$ cat config.mk
export PLATFORM = sky130hd
export DESIGN_NAME = banked_regfile_ctrl
export DESIGN_NICKNAME = d
export VERILOG_FILES = /design/src/rtl/brf_pkg.sv /design/src/rtl/brf_state_ctrl.sv /design/src/rtl/brf_bank_array.sv /design/src/rtl/banked_regfile_ctrl.sv
export SDC_FILE = /design/constraint.sdc
export NUM_CORES = 2
export LEC_CHECK = 0
export BUFFER_PORTS_ARGS = -buffer_cell sky130_fd_sc_hd__buf_2
export CORE_MARGIN = 8
export CORE_UTILIZATION = 60
export CTS_CLUSTER_SIZE = 8
export DETAILED_ROUTE_END_ITERATION = 16
export PLACE_DENSITY = 0.82
export SYNTH_ARGS = -nofsm -noshare
export SYNTH_HDL_FRONTEND = slang
export SYNTH_SLANG_ARGS = --single-unit
$ cat constraint.sdc
create_clock -name clk -period 2.4 [get_ports clk]
set_input_delay 0.12 -clock clk [delete_from_list [all_inputs] [get_ports clk]]
set_output_delay 0.12 -clock clk [all_outputs]
set_load 0.02 [all_outputs]
$ cat src/rtl/brf_pkg.sv
package brf_pkg;

  // Command chosen for the state controller in one cycle, after priority.
  typedef enum logic [1:0] {
    OP_NONE   = 2'd0,
    OP_LOAD   = 2'd1,
    OP_ENTER  = 2'd2,
    OP_RETURN = 2'd3
  } st_op_e;

  // State code 0 always means the task (application) state.
  localparam int unsigned TASK_CODE = 0;

endpackage

$ cat src/rtl/brf_state_ctrl.sv
module brf_state_ctrl
  import brf_pkg::*;
#(
  parameter int BANKS = 5,
  parameter int DEPTH = 4,
  parameter int SW    = 3,
  parameter int CW    = 2
) (
  input  logic          clk,
  input  logic          rst_n,
  input  logic          ret_req,
  input  logic          enter_req,
  input  logic [CW-1:0] enter_class,
  input  logic          stat_we,
  input  logic [SW-1:0] stat_val,
  output logic [SW-1:0] cur_state,
  output logic          stack_err
);

  localparam int DW = $clog2(DEPTH + 1);

  st_op_e        op;
  logic [SW-1:0] state_q, state_d;
  logic [DW-1:0] depth_q, depth_d;
  logic          err_q, err_d;
  logic          push;
  logic [SW-1:0] stk_q [DEPTH];
  logic          empty, full;

  assign empty = (depth_q == '0);
  assign full  = (depth_q == DW'(DEPTH));

  // Command priority: return, then entry, then direct load.
  always_comb begin
    if (ret_req)        op = OP_RETURN;
    else if (enter_req) op = OP_ENTER;
    else if (stat_we)   op = OP_LOAD;
    else                op = OP_NONE;
  end

  always_comb begin
    state_d = state_q;
    depth_d = depth_q;
    err_d   = 1'b0;
    push    = 1'b0;
    case (op)
      OP_RETURN: begin
        if (empty) begin
          err_d = 1'b1;
        end else begin
          state_d = stk_q[depth_q - DW'(1)];
          depth_d = depth_q - DW'(1);
        end
      end
      OP_ENTER: begin
        if (full) begin
          err_d = 1'b1;
        end else begin
          push    = 1'b1;
          depth_d = depth_q + DW'(1);
          state_d = SW'(enter_class) + SW'(1);
        end
      end
      OP_LOAD: begin
        if (32'(stat_val) < BANKS) state_d = stat_val;
      end
      default: ;
    endcase
  end

  always_ff @(posedge clk or negedge rst_n) begin
    if (!rst_n) begin
      state_q <= SW'(TASK_CODE);
      depth_q <= '0;
      err_q   <= 1'b0;
    end else begin
      state_q <= state_d;
      depth_q <= depth_d;
      err_q   <= err_d;
    end
  end

  for (genvar g = 0; g < DEPTH; g++) begin : g_stk
    always_ff @(posedge clk or negedge rst_n) begin
      if (!rst_n) begin
        stk_q[g] <= '0;
      end else if (push && (depth_q == DW'(g))) begin
        stk_q[g] <= state_q;
      end
    end
  end

  assign cur_state = state_q;
  assign stack_err = err_q;


  state_legal_chk: assert property (@(posedge clk) disable iff (!rst_n)
    32'(state_q) < BANKS);


  illegal_load_chk: assert property (@(posedge clk) disable iff (!rst_n)
    (!ret_req && !enter_req && stat_we && (32'(stat_val) >= BANKS))
      |=> $stable(state_q) && !stack_err);


  empty_ret_chk: assert property (@(posedge clk) disable iff (!rst_n)
    (ret_req && empty) |=> (stack_err && $stable(state_q)));


  full_enter_chk: assert property (@(posedge clk) disable iff (!rst_n)
    (!ret_req && enter_req && full) |=> (stack_err && $stable(state_q)));


  enter_state_chk: assert property (@(posedge clk) disable iff (!rst_n)
    (!ret_req && enter_req && !full) |=> (state_q == SW'($past(enter_class)) + SW'(1)));


  depth_bound_chk: assert property (@(posedge clk) disable iff (!rst_n)
    32'(depth_q) <= DEPTH);

endmodule

$ cat src/rtl/brf_bank_array.sv
module brf_bank_array #(
  parameter int BANKS  = 5,
  parameter int REGS   = 8,
  parameter int DATA_W = 32,
  parameter int AW     = 3,
  parameter int SW     = 3
) (
  input  logic              clk,
  input  logic              rst_n,
  input  logic [SW-1:0]     sel,
  input  logic              we,
  input  logic [AW-1:0]     waddr,
  input  logic [DATA_W-1:0] wdata,
  input  logic [AW-1:0]     raddr_a,
  input  logic [AW-1:0]     raddr_b,
  output logic [DATA_W-1:0] rdata_a,
  output logic [DATA_W-1:0] rdata_b
);

  logic [DATA_W-1:0] mem_q [BANKS][REGS];

  // One enabled register per bank and index. Only the selected bank takes the write.
  for (genvar b = 0; b < BANKS; b++) begin : g_bank
    for (genvar r = 0; r < REGS; r++) begin : g_reg
      logic wen;
      assign wen = we && (sel == SW'(b)) && (waddr == AW'(r));
      always_ff @(posedge clk or negedge rst_n) begin
        if (!rst_n) begin
          mem_q[b][r] <= '0;
        end else if (wen) begin
          mem_q[b][r] <= wdata;
        end
      end
    end
  end

  always_comb begin
    rdata_a = '0;
    rdata_b = '0;
    for (int b = 0; b < BANKS; b++) begin
      if (sel == SW'(b)) begin
        rdata_a = mem_q[b][raddr_a];
        rdata_b = mem_q[b][raddr_b];
      end
    end
  end

endmodule

$ cat src/rtl/banked_regfile_ctrl.sv
module banked_regfile_ctrl
  import brf_pkg::*;
#(
  parameter int DATA_W      = 32,
  parameter int REGS        = 8,
  parameter int EXEC_STATES = 4,
  parameter int STACK_DEPTH = 4,
  localparam int BANKS      = EXEC_STATES + 1,
  localparam int AW         = $clog2(REGS),
  localparam int SW         = $clog2(BANKS),
  localparam int CW         = $clog2(EXEC_STATES)
) (
  input  logic              clk,
  input  logic              rst_n,
  input  logic              insn_valid,
  input  logic              insn_priv,
  input  logic [AW-1:0]     rd_addr_a,
  output logic [DATA_W-1:0] rd_data_a,
  input  logic [AW-1:0]     rd_addr_b,
  output logic [DATA_W-1:0] rd_data_b,
  input  logic              wr_en,
  input  logic [AW-1:0]     wr_addr,
  input  logic [DATA_W-1:0] wr_data,
  input  logic              enter_req,
  input  logic [CW-1:0]     enter_class,
  input  logic              ret_req,
  input  logic              stat_we,
  input  logic [SW-1:0]     stat_val,
  output logic [SW-1:0]     cur_state,
  output logic              priv_fault,
  output logic              stack_err
);

  logic fault_now;
  logic wr_gate;
  logic fault_q;

  brf_state_ctrl #(
    .BANKS (BANKS),
    .DEPTH (STACK_DEPTH),
    .SW    (SW),
    .CW    (CW)
  ) i_state (
    .clk         (clk),
    .rst_n       (rst_n),
    .ret_req     (ret_req),
    .enter_req   (enter_req),
    .enter_class (enter_class),
    .stat_we     (stat_we),
    .stat_val    (stat_val),
    .cur_state   (cur_state),
    .stack_err   (stack_err)
  );

  // A privileged instruction in task state faults and loses its write.
  assign fault_now = insn_valid && insn_priv && (cur_state == SW'(TASK_CODE));
  assign wr_gate   = wr_en && !fault_now;

  always_ff @(posedge clk or negedge rst_n) begin
    if (!rst_n) fault_q <= 1'b0;
    else        fault_q <= fault_now;
  end

  assign priv_fault = fault_q;

  // The bank select is the pre-edge state, so a write issued with a state change
  // lands in the old bank.
  brf_bank_array #(
    .BANKS  (BANKS),
    .REGS   (REGS),
    .DATA_W (DATA_W),
    .AW     (AW),
    .SW     (SW)
  ) i_banks (
    .clk     (clk),
    .rst_n   (rst_n),
    .sel     (cur_state),
    .we      (wr_gate),
    .waddr   (wr_addr),
    .wdata   (wr_data),
    .raddr_a (rd_addr_a),
    .raddr_b (rd_addr_b),
    .rdata_a (rd_data_a),
    .rdata_b (rd_data_b)
  );


  exec_no_fault_chk: assert property (@(posedge clk) disable iff (!rst_n)
    (insn_valid && insn_priv && (cur_state != SW'(TASK_CODE))) |=> !priv_fault);


  fault_cause_chk: assert property (@(posedge clk) disable iff (!rst_n)
    (!insn_valid || !insn_priv) |=> !priv_fault);


  blocked_write_chk: assert property (@(posedge clk) disable iff (!rst_n)
    (insn_valid && insn_priv && wr_en && (cur_state == SW'(TASK_CODE)) &&
     !ret_req && !enter_req && !stat_we && (rd_addr_a == wr_addr))
      |=> (!$stable(rd_addr_a) || $stable(rd_data_a)));

endmodule

==> metrics.yaml <==
synthesis:
  yosysWarnings: 0
  syn-instance-count: 4839
  ys_ff_latch: 1300
  synth_seq_area_share: 0.466
  synth_area_per_cell_um2: 14.4
  synth_cell_types: 36
  syn-num-nets: 4903
  netlist_area_um2: 69700
detailed_routing:
  routed_wl_um: 218000
  viasPerCell: 7.24
  drt-wirelength-per-cell_um: 33.2
  vias: 47500
  dr.pass1.iters: 5
  remaining_drc_errors: 0
  antenna_left: 0
  drtIter0Drc: 4957
pwr:
  p_per_area_nw_per_um2: 1120
  vdd_drop_max_mv: 0.859
  power_mw: 90.8
  p_leak_nw: 37.2
sta:
  hold_ws_ns: 0.0381
  fin_crit_sh: 1.24
  rsz0062_at_grt: "true"
  finClkSkew_ns: 0.0171
  relSlewSlack: 0.480
  setup_violations: 64
  hold_viol_final: 0
  fmax_mhz: 337
  tns_ns: -30.06
  finalCriticalPeriod_ns: 2.97
  setup_ws_ns: -0.566
  maxSlewViolCount: 0
  tightest_slew_ns: 0.781
global_routing:
  overflow: 0
  antenna_found_initial: 8
  grt_pass1_wl_um: 321000
  grtUsageTotal: 0.334
  grt_max_degree: 84
  grt_pass1_vias: 50600
worst_setup_path:
  cp-start-kind: "flip-flop"
  crit_end: "rd_data_b[30]"
  end_kind: "output port"
  r2r_cells: 5
  regToRegSetupSlack_ns: 0.04
  critical_path_required_ns: 2.28
  rr_startpoint: "i_state.cur_state[0]$_DFFE_PN0P_"
  crit_type: "flip-flop to output port"
  r2r-end: "i_banks.mem_q[1230]$_DFFE_PN0P_"
  crit_start: "i_state.cur_state[2]$_DFFE_PN0P_"
  path_max_fanout: 15
  cp.arrival_ns: 2.85
job:
  drv_cap: 0
clock_network:
  numCtsBuffers: 180
  cts.sinks: 1300
  htreeDepth: 4
  clkTransAtPathRegs_ns: 0.05
  root_buffer: "clkbuf_16"
  cts_tree: "done"
  cts_buffer_depth: 3
  clk_latency_ns: 0.79
run_status:
  status: "complete, but fails checks"
  violations: "negative setup slack"
layout:
  layout_commonest_cell: "dfrtp_1"
  fill_cells: 7300
  multiInputGateArea_um2: 35700
  drive_gt1_frac: 0.492
  ff_latch_area_um2: 32500
  mostFrequentLayoutCells: "1297 x dfrtp_1, 1263 x mux2_2, 704 x mux2i_1"
  syn2layout_area_growth_pct: 15.8
  nNetsFinal: 5072
floorplan:
  die_area_um2: 127000
  die_h_um: 357
  num_rows: 125
  start_util: 0.603
  core_area_um2: 116000
  die_x_um: 357
  ioPinCount: 123
placement:
  globalplace.congestion: 0.862
  io_buffers: 122
  hpwl_um: 126000
worst_hold_path:
  hp-class: "input port to flip-flop"
## sequential cells by signal, summed over array words and instances (netlist names)
signal	count
i_banks.mem_q	1280
i_state.stk_q	12
i_state.cur_state	3
i_state.depth_q	3
i_state.stack_err	1
priv_fault	1
## routing by layer
layer  GRT usage  up-vias  part of all wire
met5           0        -           0.00015
met3      0.0900      881              0.11
met1       0.423    24900              0.36
met4       0.191        4             0.068
li1            -    18900                 -
met2       0.522     2851              0.47
## worst max-delay path, cell delays in order (launching register included)
cell and delay [ns]:
dfrtp_2 0.48, buf_6 0.17, nand3b_1 0.24, buf_4 0.20, buf_12 0.16, o22a_1 0.24
o211ai_1 0.29, buf_4 0.26
## synthesized netlist by cell type
cell	number	share of area
or3_1	1	0.000090
o211a_1	1	0.00014
nor3_1	1	0.000072
o22a_1	64	0.0080
nand3_1	4	0.00029
buf_1	30	0.0016
mux2_2	1263	0.20
buf_4	17	0.0018
nor2_1	23	0.0012
nor3b_2	3	0.00054
xnor2_1	2	0.00025
mux4_2	387	0.12
nor2b_1	8	0.00072
and3_1	3	0.00027
nand3b_1	6	0.00065
dfrtp_1	1300	0.47
mux2i_1	704	0.10
ha_1	10	0.0018
clkbuf_2	1	0.000072
clkbuf_1	243	0.013
mux2_1	33	0.0053
a21o_1	1	0.00011
o211ai_1	65	0.0070
nand2_1	30	0.0016
a22o_1	128	0.016
o21ai_0	3	0.00022
nand2b_1	5	0.00045
a21oi_1	132	0.0095
a221oi_1	64	0.0080
inv_1	7	0.00038
buf_2	222	0.016
a22oi_1	68	0.0073
nor3b_1	3	0.00032
and2_1	4	0.00036
nor2_2	2	0.00018
or3b_2	1	0.00013
## final cells by class
type	instances	share of cell area
flip-flops and latches	1300	0.403
repair buffers	497	0.0721
inverters	7	0.000325
clock inverters	9	0.00153
diodes	8	0.000248
multi-input cells	3022	0.442
clock buffers	186	0.0574
well taps	1524	0.0236
## cell families (layout without fill, tap and decap cells)
family                     after synthesis  in the layout  synth area share
DFF                                   1300           1300             0.466
AOI/OAI and AO/OA                      526            526            0.0564
xor gates and xnor gates                 2              2          0.000251
adders and majority gates               10             10           0.00179
buffers and inverters                  520            699            0.0329
muxes                                 2387           2387             0.435
other                                    0              8                 0
and+or+nand+nor                         94             97           0.00691
## through the flow
step | cell area, um2 | setup slack (ns) | utilization | std cells
2_1_floorplan | 69700 | 0.473 | - | 4839
3_3_place_gp | 74200 | 0.0695 | 0.641 | 6275
3_5_place_dp | 74200 | 0.0573 | 0.641 | 6275
4_1_cts | 80200 | -0.526 | 0.693 | 6530
5_1_grt | 80800 | -0.610 | 0.698 | 6546
6_report | 80800 | -0.566 | 0.698 | 6553
## worst min-delay path by stage
stage | slack, ns | start | end | cells after the start
3_5_place_dp | 0.12 | rst_n | i_banks.mem_q[961]$_DFFE_PN0P_ | 1
5_1_grt | 0.05 | wr_data[12] | i_banks.mem_q[108]$_DFFE_PN0P_ | 2
6_report | 0.04 | wr_data[12] | i_banks.mem_q[108]$_DFFE_PN0P_ | 2
2_1_floorplan | -0.18 | rst_n | i_banks.mem_q[0]$_DFFE_PN0P_ | 0
4_1_cts | 0.003 | wr_data[31] | i_banks.mem_q[191]$_DFFE_PN0P_ | 2
3_3_place_gp | 0.11 | rst_n | i_banks.mem_q[993]$_DFFE_PN0P_ | 1
## repair_timing
| action | CTS | global route |
|---|---|---|
| hold endpoints to repair | 1260 | 1 |
| gates cloned | 10 | 9 |
| setup buffers | 20 | 12 |
| hold buffers | 30 | 1 |
| gates resized for setup | 151 | 65 |
| endpoints found under the setup margin | 64 | 68 |
| pin swaps | 22 | 43 |
## where the power goes
group	switching, mW	total (mW)	internal [mW]
clock network	9.20	22.6	13.4
registers	6.68	37.2	30.5
logic	13.8	30.9	17.1
total	29.7	90.8	61.0
Note: power is estimated with default switching activity, not from simulation.
